<file path="src/rtl/pps_qualifier.sv">
module pps_qualifier #(
  parameter int CNT_W      = 32,
  parameter int LIM_MARGIN = 1000
) (
  input  logic             clk,
  input  logic             rst_n,
  input  logic             pps_in,
  input  logic [CNT_W-1:0] lim_lo,
  input  logic [CNT_W-1:0] lim_hi,
  output logic [CNT_W-1:0] hi_cnt,
  output logic [CNT_W-1:0] per_cnt,
  output logic             invalid,
  output logic             meas_stb
);
  localparam logic [CNT_W-1:0] MAXV = '1;

  logic             s1, s2, s3, armed, one_good;
  logic [CNT_W-1:0] run_per, run_hi;
  logic [CNT_W:0]   to_lim;

  wire rise = s2 & ~s3;
  wire [CNT_W-1:0] per_next = (run_per == MAXV) ? MAXV : run_per + 1'b1;
  wire [CNT_W-1:0] hi_next  = (run_hi == MAXV) ? MAXV : run_hi + 1'b1;
  wire in_win = (per_next >= lim_lo) && (per_next <= lim_hi);
  assign to_lim = {1'b0, lim_hi} + (CNT_W+1)'(LIM_MARGIN);
  wire timeout = ({1'b0, run_per} >= to_lim);

  always_ff @(posedge clk or negedge rst_n) begin
    if (!rst_n) begin
      {s1, s2, s3} <= '0;
      run_per      <= '0;
      run_hi       <= '0;
      armed        <= 1'b0;
      one_good     <= 1'b0;
      hi_cnt       <= '0;
      per_cnt      <= '0;
      invalid      <= 1'b1;
      meas_stb     <= 1'b0;
    end else begin
      s1 <= pps_in;
      s2 <= s1;
      s3 <= s2;
      meas_stb <= rise & armed;
      if (rise) begin
        armed   <= 1'b1;
        run_per <= '0;
        run_hi  <= 1;
        if (armed) begin
          per_cnt <= per_next;
          hi_cnt  <= run_hi;
          if (in_win) begin
            one_good <= 1'b1;
            if (one_good) invalid <= 1'b0;
          end else begin
            one_good <= 1'b0;
            invalid  <= 1'b1;
          end
        end
      end else begin
        run_per <= per_next;
        if (s2) run_hi <= hi_next;
        if (timeout) begin
          one_good <= 1'b0;
          invalid  <= 1'b1;
        end
      end
    end
  end
endmodule


</file>
<file path="config.mk">
export PLATFORM = sky130hd
export DESIGN_NAME = pps_qualifier
export DESIGN_NICKNAME = d
export VERILOG_FILES = /design/src/rtl/pps_qualifier.sv
export SDC_FILE = /design/constraint.sdc
export NUM_CORES = 1
export LEC_CHECK = 0
export BUFFER_PORTS_ARGS = -buffer_cell sky130_fd_sc_hd__buf_2
export CELL_PAD_IN_SITES_DETAIL_PLACEMENT = 0
export CELL_PAD_IN_SITES_GLOBAL_PLACEMENT = 2
export CORE_ASPECT_RATIO = 1.75
export CORE_UTILIZATION = 35
export DETAILED_ROUTE_END_ITERATION = 7
export PLACE_DENSITY_LB_ADDON = 0.12
export SLEW_MARGIN = 20
export SYNTH_ARGS = -nofsm -noshare
export SYNTH_HDL_FRONTEND = slang
export SYNTH_SLANG_ARGS = --single-unit
</file>
<file path="constraint.sdc">
create_clock -name clk -period 4.4 [get_ports clk]
set_clock_uncertainty 0.1 [all_clocks]
set_input_delay 0.22 -clock clk [delete_from_list [all_inputs] [get_ports clk]]
set_output_delay 0.22 -clock clk [all_outputs]
set_load 0.02 [all_outputs]
</file>
; ---- Word level (Yosys, flattened, before mapping)
; Index checks and enable logic that the tools add are counted.
; W data, S select, Z words.
[op_classes]
n_addsub = 3
n_lt_le_gt_ge = 3
eq_ne = 4
mux = 14
n_bitwise = 3
n_reduce_logical = 6
[ops]
columns = cell, n
row1 = $mux W32, 5
row2 = $add A32 B1 Y32 const B, 2
row3 = $eq A32 B32 Y1 const B, 2
row4 = $add A32 B10 Y33 const B, 1
row5 = $ge A32 B33 Y1, 1
row6 = $ge A32 B32 Y1, 1
row7 = $le A32 B32 Y1, 1
row8 = $mux W1, 9
row9 = $reduce_and A2 Y1, 2
row10 = $reduce_bool A2 Y1, 2
row11 = $ne A3 B3 Y1 const B, 1
row12 = $reduce_and A3 Y1, 1
row13 = $and A1 B1 Y1, 2
row14 = $ne A2 B2 Y1 const B, 1
row15 = $logic_and A1 B1 Y1, 1
row16 = $not A1 Y1, 1
[totals]
reg_bits = 135
input_bits = 67
output_inout_bits = 66
wordCells = 44

; ---- Depth between registers and ports, before layout
; Gate-level depths: netlist (run 1).
[logic_depth]
word_depth = 7
ltp_mapped = 18
depth_no_buf = 16

; ---- Least setup slack after synthesis (run 1)
; No wires, ideal clock.
[synth_path]
path_type = register -> register
startpoint = reg run_per[13]
endpoint = reg one_good
setup_ns = 0.065
arrival_time_ns = 3.505
t_required_ns = 4.235
slack_ns = 0.730
path_stages_with_launch = 18
path_buffers = 2
synth_period_minus_slack_ns = 3.670
cell_sequence = dfrtp_1 -> and4_4 -> and4_4 -> and4_1 -> buf_4 -> nand3_4 -> or2_1 -> buf_6 -> and2_1 -> inv_1 -> ha_1 -> a211oi_1 -> nand2_1 -> o311ai_0 -> a31oi_1 -> or3_1 -> a22oi_1 -> mux2_2
[synth_via]
elab_chain_cells = 7
elab_cells_between_ends = 12
cone_classes = 1 x add/sub / 3 x order compare / 1 x eq/ne / 4 x mux / 3 x reduce/logical
[synth_lines]
columns = element, line_no
row1 = start: declaration, 18  ; logic [CNT_W-1:0] run_per, run_hi;
row2 = start signal: assignment, 60  ; run_per <= per_next;
row3 = $eq A32 B32 Y1 *, 22  ; wire [CNT_W-1:0] per_next = (run_per == MAXV) ? MAXV : run_per + 1'b1;
row4 = $mux W32 *, 22
row5 = via per_next[7], 22
row6 = $ge A32 B32 Y1 / $le A32 B32 Y1 (equally long branches), 24  ; wire in_win = (per_next >= lim_lo) && (per_next <= lim_hi);
row7 = $logic_and A1 B1 Y1 *, 24
row8 = $mux W1 *, 51  ; if (in_win) begin
row9 = $mux W1 *, 48  ; if (armed) begin
row10 = $mux W1 *, 44  ; if (rise) begin
row11 = end signal: assignment, 34  ; one_good <= 1'b0;
row12 = end signal: assignment, 52  ; one_good <= 1'b1;
row13 = end signal: assignment, 55  ; one_good <= 1'b0;
row14 = end: declaration, 17  ; logic s1, s2, s3, armed, one_good;
; Mark *: on every way through the listed nets, which the timed path passes. The rest lies on a longest branch. The select of a mux whose other input is x is not followed.
; A chain may end at the register's enable or synchronous reset.

; ---- Worst setup path in the final report (run 1)
[layout_path]
startpoint = reg run_per[14]
endpoint = reg one_good
; The elaborated chain is that of the path after synthesis.

==> results by group, run 1 <==
Logic synthesis
  – Top_reg_cell synth: dfrtp_1
  – Syn_nets: 1,253
  – Yosys warns: 0
  – Avg Cell Area, Syn: 8.25 µm²
  – Sequential area share after synthesis: 0.377
  – Synthesis-stage register bit count: 135
  – Synthesized instance count: 1,087
  – Synth async-reset ratio: 1.00
  – Post-synth EDFFs: 0
  – Yosys cell types: 59
  – Cell Area, Synth: 8960 µm²

Routing
  – ANT nets after route: 0
  – Routed vias/inst: 5.17
  – DRC Markers: 0
  – Vias: 8,047
  – Routed len/inst: 18.3 µm
  – WL final: 28,400 µm
  – Iter 0 DRT Violations: 262
  – TritonRoute pass-1 iters: 7

CTS
  – CTS clk-pin slew, worst paths: 0.07 ns
  – Root Buffer: clkbuf_16
  – Worst skew pair latency: 0.43 ns
  – Bufs on Longest Clock Path: 2
  – Num CTS Buffers: 17
  – CTS tree: built
  – H-Tree Depth: 4
  – Total setup buffers inserted after CTS: 0
  – Clock sink total: 135

Die
  – Die H: 214 µm
  – Die area: 26,300 µm²
  – Die Span X: 123 µm
  – IO Count: 133
  – Row Count: 77
  – CORE AREA: 25,200 µm²
  – Initial Utilization: 0.355

Timing
  – Tcrit/Tclk final: 0.931
  – Final Slew Violations: 0
  – Tmin final: 4.09 ns
  – FMAX: 244 MHz
  – Least-Margin Pin Slew: 0.980 ns
  – Setup_tns: 0 ns
  – Unrepaired setup endpoints after global routing: no
  – Hold Vio Cnt, Final: 0
  – Worst hold slack: 0.238 ns
  – Setup Viol. Count Final: 0
  – Fin worst setup slack: 0.306 ns
  – Slew HR: 0.342

Power and ir drop
  – Leakage power: 5.81 nW
  – Total power: 0.00332 W
  – Power density over the cells: 310 nW/µm²
  – VDD IR max: 0.243 mV

Setup path
  – Worst Path Required: 4.62 ns
  – R2r worst-path depth: 16
  – Worst reg2reg path endpoint: one_good
  – Worst Setup Path Type: register to register
  – R2r setup slk: 0.31 ns
  – Crit path DAT: 4.31 ns
  – Crit end category: register
  – Worst r2r src: run_per[14]
  – CP Launch Type: register
  – Worst-path maximum fanout: 11

Run
  – Max Cap Viol: 0

Finish
  – Antenna Cells: 0
  – Commonest non-fill, non-tap cell in the layout: nand2_1
  – Nets: 1,392
  – Layout area overhead: 19.4%
  – Most frequent cells in the layout: nand2_1 (194), dfrtp_1 (134), buf_2 (131), inv_1 (102), ha_1 (99)
  – Share of cells above drive strength 1: 0.165
  – Fill cell count: 2,701

GRT
  – Initial antenna violation count: 0
  – Number of global-route vias before repair: 8,187
  – Total grt overflow: 0
  – GRT Util Overall: 0.226
  – Largest net degree at the start of global routing: 96
  – First-pass GRT wire length: 43,700 µm

Place
  – DP Wirelength: 22,200 µm
  – Final GP Congestion: 0.847
  – Place WS: 0.107 ns
  – I/O Buffers: 132

Status
  – Outcome: finished clean

Worst hold path
  – Worst min path class: primary input to asynchronous set/reset pin
-- worst max path at each step --
stage               slack [ns]   startpoint  depth (start not counted)        to
detailed placement        0.11  run_per[13]                         15  one_good
global route              0.06  run_per[13]                         15  one_good
CTS                       0.09  run_per[13]                         15  one_good
floorplan                 0.73  run_per[13]                         17  one_good
global placement          0.27  run_per[13]                         15  one_good
finish                    0.31  run_per[14]                         16  one_good
-- critical path, cell delays in order, from the launching register on --
cell and delay [ns]:
dfrtp_1 0.44, and4_4 0.22, and4_4 0.20, and4_1 0.27, nand3_4 0.17, nor2_4 0.09, buf_4 0.20, nor3b_1 0.47
inv_1 0.13, ha_1 0.31, a21oi_1 0.13, o21ai_0 0.12, a2111oi_0 0.36, a21oi_1 0.21, o21ai_0 0.20, a22oi_1 0.11
mux2_2 0.26
-- registers in the layout, indices dropped and copies added, names as in the netlist --
signal	cells
run_hi	32
hi_cnt	32
armed	1
one_good	1
meas_stb	1
invalid	1
s2	1
s3	1
run_per	32
s1	1
per_cnt	32
-- repair_timing --
item                       4_1_cts  5_1_grt
setup endpoints to repair        0        2
hold endpoints to repair        57        0
hold buffers                     2        0
gates resized for setup          0        5
-- routing by layer --
metal / GRT usage / part of all wire / routed length (µm) / vias up
met2: 0.453 / 0.58 / 16500 / 142
met1: 0.218 / 0.35 / 9960 / 3828
li1: - / - / - / 4024
met3: 0.0311 / 0.023 / 667 / 53
met5: 0 / 0 / 0 / -
met4: 0.114 / 0.044 / 1260 / 0
-- through the flow --
| stage | utilization | cell area (µm²) | cells |
|---|---|---|---|
| finish | 0.424 | 10700 | 1555 |
| global route | 0.424 | 10700 | 1555 |
| CTS | 0.424 | 10700 | 1555 |
| detailed placement | 0.398 | 10000 | 1521 |
| global placement | 0.398 | 10000 | 1521 |
| floorplan | - | 8960 | 1087 |
-- cell families after synthesis --
family / Yosys count / share of synthesized area
simple gates: 467 / 0.244
compound gates: 197 / 0.130
buf+inv: 139 / 0.0611
flops: 135 / 0.377
fa+ha+maj: 99 / 0.138
xor+xnor: 47 / 0.0459
mux: 3 / 0.00349
-- where the power goes --
| group | switching (W) | leakage [nW] | internal, W |
|---|---|---|---|
| clock | 0.000595 | 0.313 | 0.000947 |
| combinational | 0.000288 | 3.66 | 0.000160 |
| sequential | 0.0000470 | 1.84 | 0.00129 |
-- cells in the mapped netlist (3+ instances only) --
library cell | count | area share
nand2_1 | 195 | 0.082
dfrtp_1 | 134 | 0.37
inv_1 | 102 | 0.043
ha_1 | 99 | 0.14
nor2_1 | 92 | 0.039
a21oi_1 | 70 | 0.039
o21ai_0 | 62 | 0.035
nand3_1 | 39 | 0.022
nand4_1 | 39 | 0.027
xnor2_1 | 38 | 0.037
clkbuf_1 | 29 | 0.012
nor3_1 | 28 | 0.016
and3_1 | 25 | 0.017
and4_1 | 13 | 0.013
and2_1 | 10 | 0.0070
a21o_1 | 9 | 0.0075
a31oi_1 | 9 | 0.0063
xor2_1 | 9 | 0.0088
a211oi_1 | 6 | 0.0050
nand2b_1 | 6 | 0.0042
o21a_1 | 5 | 0.0042
o31ai_1 | 5 | 0.0042
a2111oi_0 | 4 | 0.0039
nor2b_1 | 4 | 0.0028
buf_2 | 3 | 0.0017
nor4_1 | 3 | 0.0021
o21ai_1 | 3 | 0.0017
-- final cells by class --
| class | instances | area, µm² | area share |
|---|---|---|---|
| Clock inverter | 12 | 164 | 0.0153 |
| Timing Repair Buffer | 156 | 852 | 0.0796 |
| Sequential cell | 135 | 3380 | 0.316 |
| Multi-Input combinational cell | 813 | 5060 | 0.473 |
| Inverter | 103 | 387 | 0.0361 |
| Tap cell | 316 | 395 | 0.0369 |
| Clock buffer | 20 | 467 | 0.0436 |
Power figures use the tool's default switching activity.
==> inputs of run 2 (changes only) <==
- CTS_BUF_LIST: not set -> sky130_fd_sc_hd__clkbuf_2
==> results by group, run 2 (synthesized netlist as in run 1, its figures left out) <==
Timing
  – FMAX: 244 MHz
  – Final Slew Violations: 0
  – Tcrit/Tclk final: 0.930
  – Least-Margin Pin Slew: 0.978 ns
  – Setup Viol. Count Final: 0
  – Slew HR: 0.343
  – Setup_tns: 0 ns
  – Unrepaired setup endpoints after global routing: no
  – Tmin final: 4.09 ns
  – Hold Vio Cnt, Final: 0

Die
  – Die area: 26,300 µm²
  – CORE AREA: 25,200 µm²
  – IO Count: 133
  – Initial Utilization: 0.355
  – Die H: 214 µm
  – Row Count: 77
  – Die Span X: 123 µm

Power and ir drop
  – Clk pwr share: 0.318
  – Leakage power: 5.69 nW
  – Switching Share: 0.324
  – Power density over the cells: 252 nW/µm²
  – Cell Int Power: 0.00177 W
  – Combinational share of power: 0.173
  – Sw power: 0.000850 W
  – Sequential power share: 0.508
  – VDD IR max: 0.198 mV

Routing
  – WL final: 28,400 µm
  – Routed vias/inst: 5.16
  – DRC Markers: 0
  – TritonRoute pass-1 iters: 6
  – Iter 0 DRT Violations: 295
  – Vias: 8,054
  – Routed len/inst: 18.2 µm
  – ANT nets after route: 0

Setup path
  – R2r setup slk: 0.31 ns
  – CP Launch Type: register
  – Slowest-stage cell, CP: or4_1
  – Crit end category: register
  – Worst path max stage delay: 0.52 ns
  – CP Cell Sequence: and4_4 > and4_4 > and4_1 > nand3_4 > or4_1 > o21ai_2 > inv_1 > ha_1 > nand4_1 > nor3_2 > nand2_2 > nor4_1 > nand2_1 > a22oi_1 > mux2_2
  – Worst-path maximum fanout: 8
  – Crit path DAT: 4.72 ns
  – Worst Path Required: 5.03 ns
  – Most used cell along the critical path: and4_4
  – Worst Setup Path Type: register to register

CTS
  – H-Tree Depth: 4
  – Clock sink total: 135
  – Bufs on Longest Clock Path: 2
  – Worst skew pair latency: 0.76 ns
  – CTS clk-pin slew, worst paths: 0.26 ns
  – Root Buffer: clkbuf_2
  – Total setup buffers inserted after CTS: 0
  – Num CTS Buffers: 17
  – CTS tree: built

Place
  – I/O Buffers: 132
  – Final GP Congestion: 0.847
  – Cells after DPL: 1,521
  – DP Wirelength: 22,200 µm

GRT
  – Number of global-route vias before repair: 8,172
  – Total grt overflow: 0
  – Met1 usage: 0.219
  – GRT Max-Usage Layer: met2
  – First-pass GRT wire length: 43,600 µm
  – Largest net degree at the start of global routing: 96
  – Initial antenna violation count: 1
  – Met3 Usage GRT: 0.0293
  – GRT Util Overall: 0.227
  – M2 GR Usage: 0.458

Finish
  – Most frequent cells in the layout: nand2_1 (194), dfrtp_1 (134), buf_2 (131), inv_1 (102), ha_1 (99)
  – Commonest non-fill, non-tap cell in the layout: nand2_1
  – Nets: 1,397
  – Fill cell count: 2,752
  – Fin cells: 1,561
  – Layout area overhead: 16.1%
  – Share of cells above drive strength 1: 0.163

Worst hold path
  – Worst min path class: primary input to register

Run
  – Max Cap Viol: 0

Status
  – Outcome: finished clean
==> run 2: cell count changes in the layout (fill, tap and decap cells not counted), sizes merged <==
cell,previous run,this run
buf,154,155
diode,0,1
clkinv,5,8
clkbuf,20,17
dlygate4sd3,2,6
==> run 2: worst paths after layout <==
| kind | start | depth (start not counted) | endpoint |
|---|---|---|---|
| setup reg to reg | run_per[14] | 15 | one_good |
| hold / removal | lim_hi[28] | 6 | invalid |
| hold reg to reg | s1 | 0 | s2 |
| min in group asynchronous | rst_n | 3 | invalid |
| max in group asynchronous | rst_n | 4 | hi_cnt[27] |
| setup / recovery | run_per[14] | 15 | one_good |
==> run 2: final cells by class <==
type / count / area, µm² / share of cell area
Multi-Input combinational cell: 813 / 5060 / 0.486
Sequential cell: 135 / 3380 / 0.325
Timing Repair Buffer: 161 / 920 / 0.0884
Tap cell: 316 / 395 / 0.0380
Inverter: 103 / 387 / 0.0372
Clock inverter: 15 / 175 / 0.0168
Clock buffer: 17 / 85.1 / 0.00818
Antenna cell: 1 / 2.50 / 0.000240
==> run 2: routing by layer <==
metal | part of all wire | vias up
li1 | - | 4035
met3 | 0.021 | 45
met5 | 0 | -
met2 | 0.59 | 133
met4 | 0.040 | 0
met1 | 0.35 | 3841
==> run 2: critical path, delay by kind of cell (launching register included) <==
family	cells	cell delay, ns
simple gates	10	2.58
flops	1	0.48
compound gates	2	0.37
fa+ha+maj	1	0.29
mux	1	0.18
buf+inv	1	0.09
==> run 2: power groups by stage <==
stage          clock network, W  registers (W)  logic, W
6_report               0.000836        0.00133  0.000454
5_1_grt                0.000922        0.00134  0.000518
4_1_cts                0.000883        0.00134  0.000467
3_5_place_dp                  0        0.00136  0.000458
3_3_place_gp                  0        0.00136  0.000457
2_1_floorplan                 0        0.00137  0.000245
==> run 2: per-stage QoR <==
stage               cell area (µm²)   util  hold slack (ns)  worst slack (ns)  total power [W]
finish                        10400  0.412            0.180             0.309          0.00262
global route                  10400  0.412            0.143            0.0363          0.00278
CTS                           10400  0.412            0.100            0.0754          0.00269
detailed placement            10000  0.398            0.158             0.107          0.00182
global placement              10000  0.398            0.153             0.268          0.00181
floorplan                      8960      -           -0.176             0.730          0.00162
==> run 2: repair_timing <==
action                                  CTS  global route
resized for setup                         0             5
hold buffers                              7             0
endpoints found under the setup margin    0             2
endpoints found under the hold margin   137             0
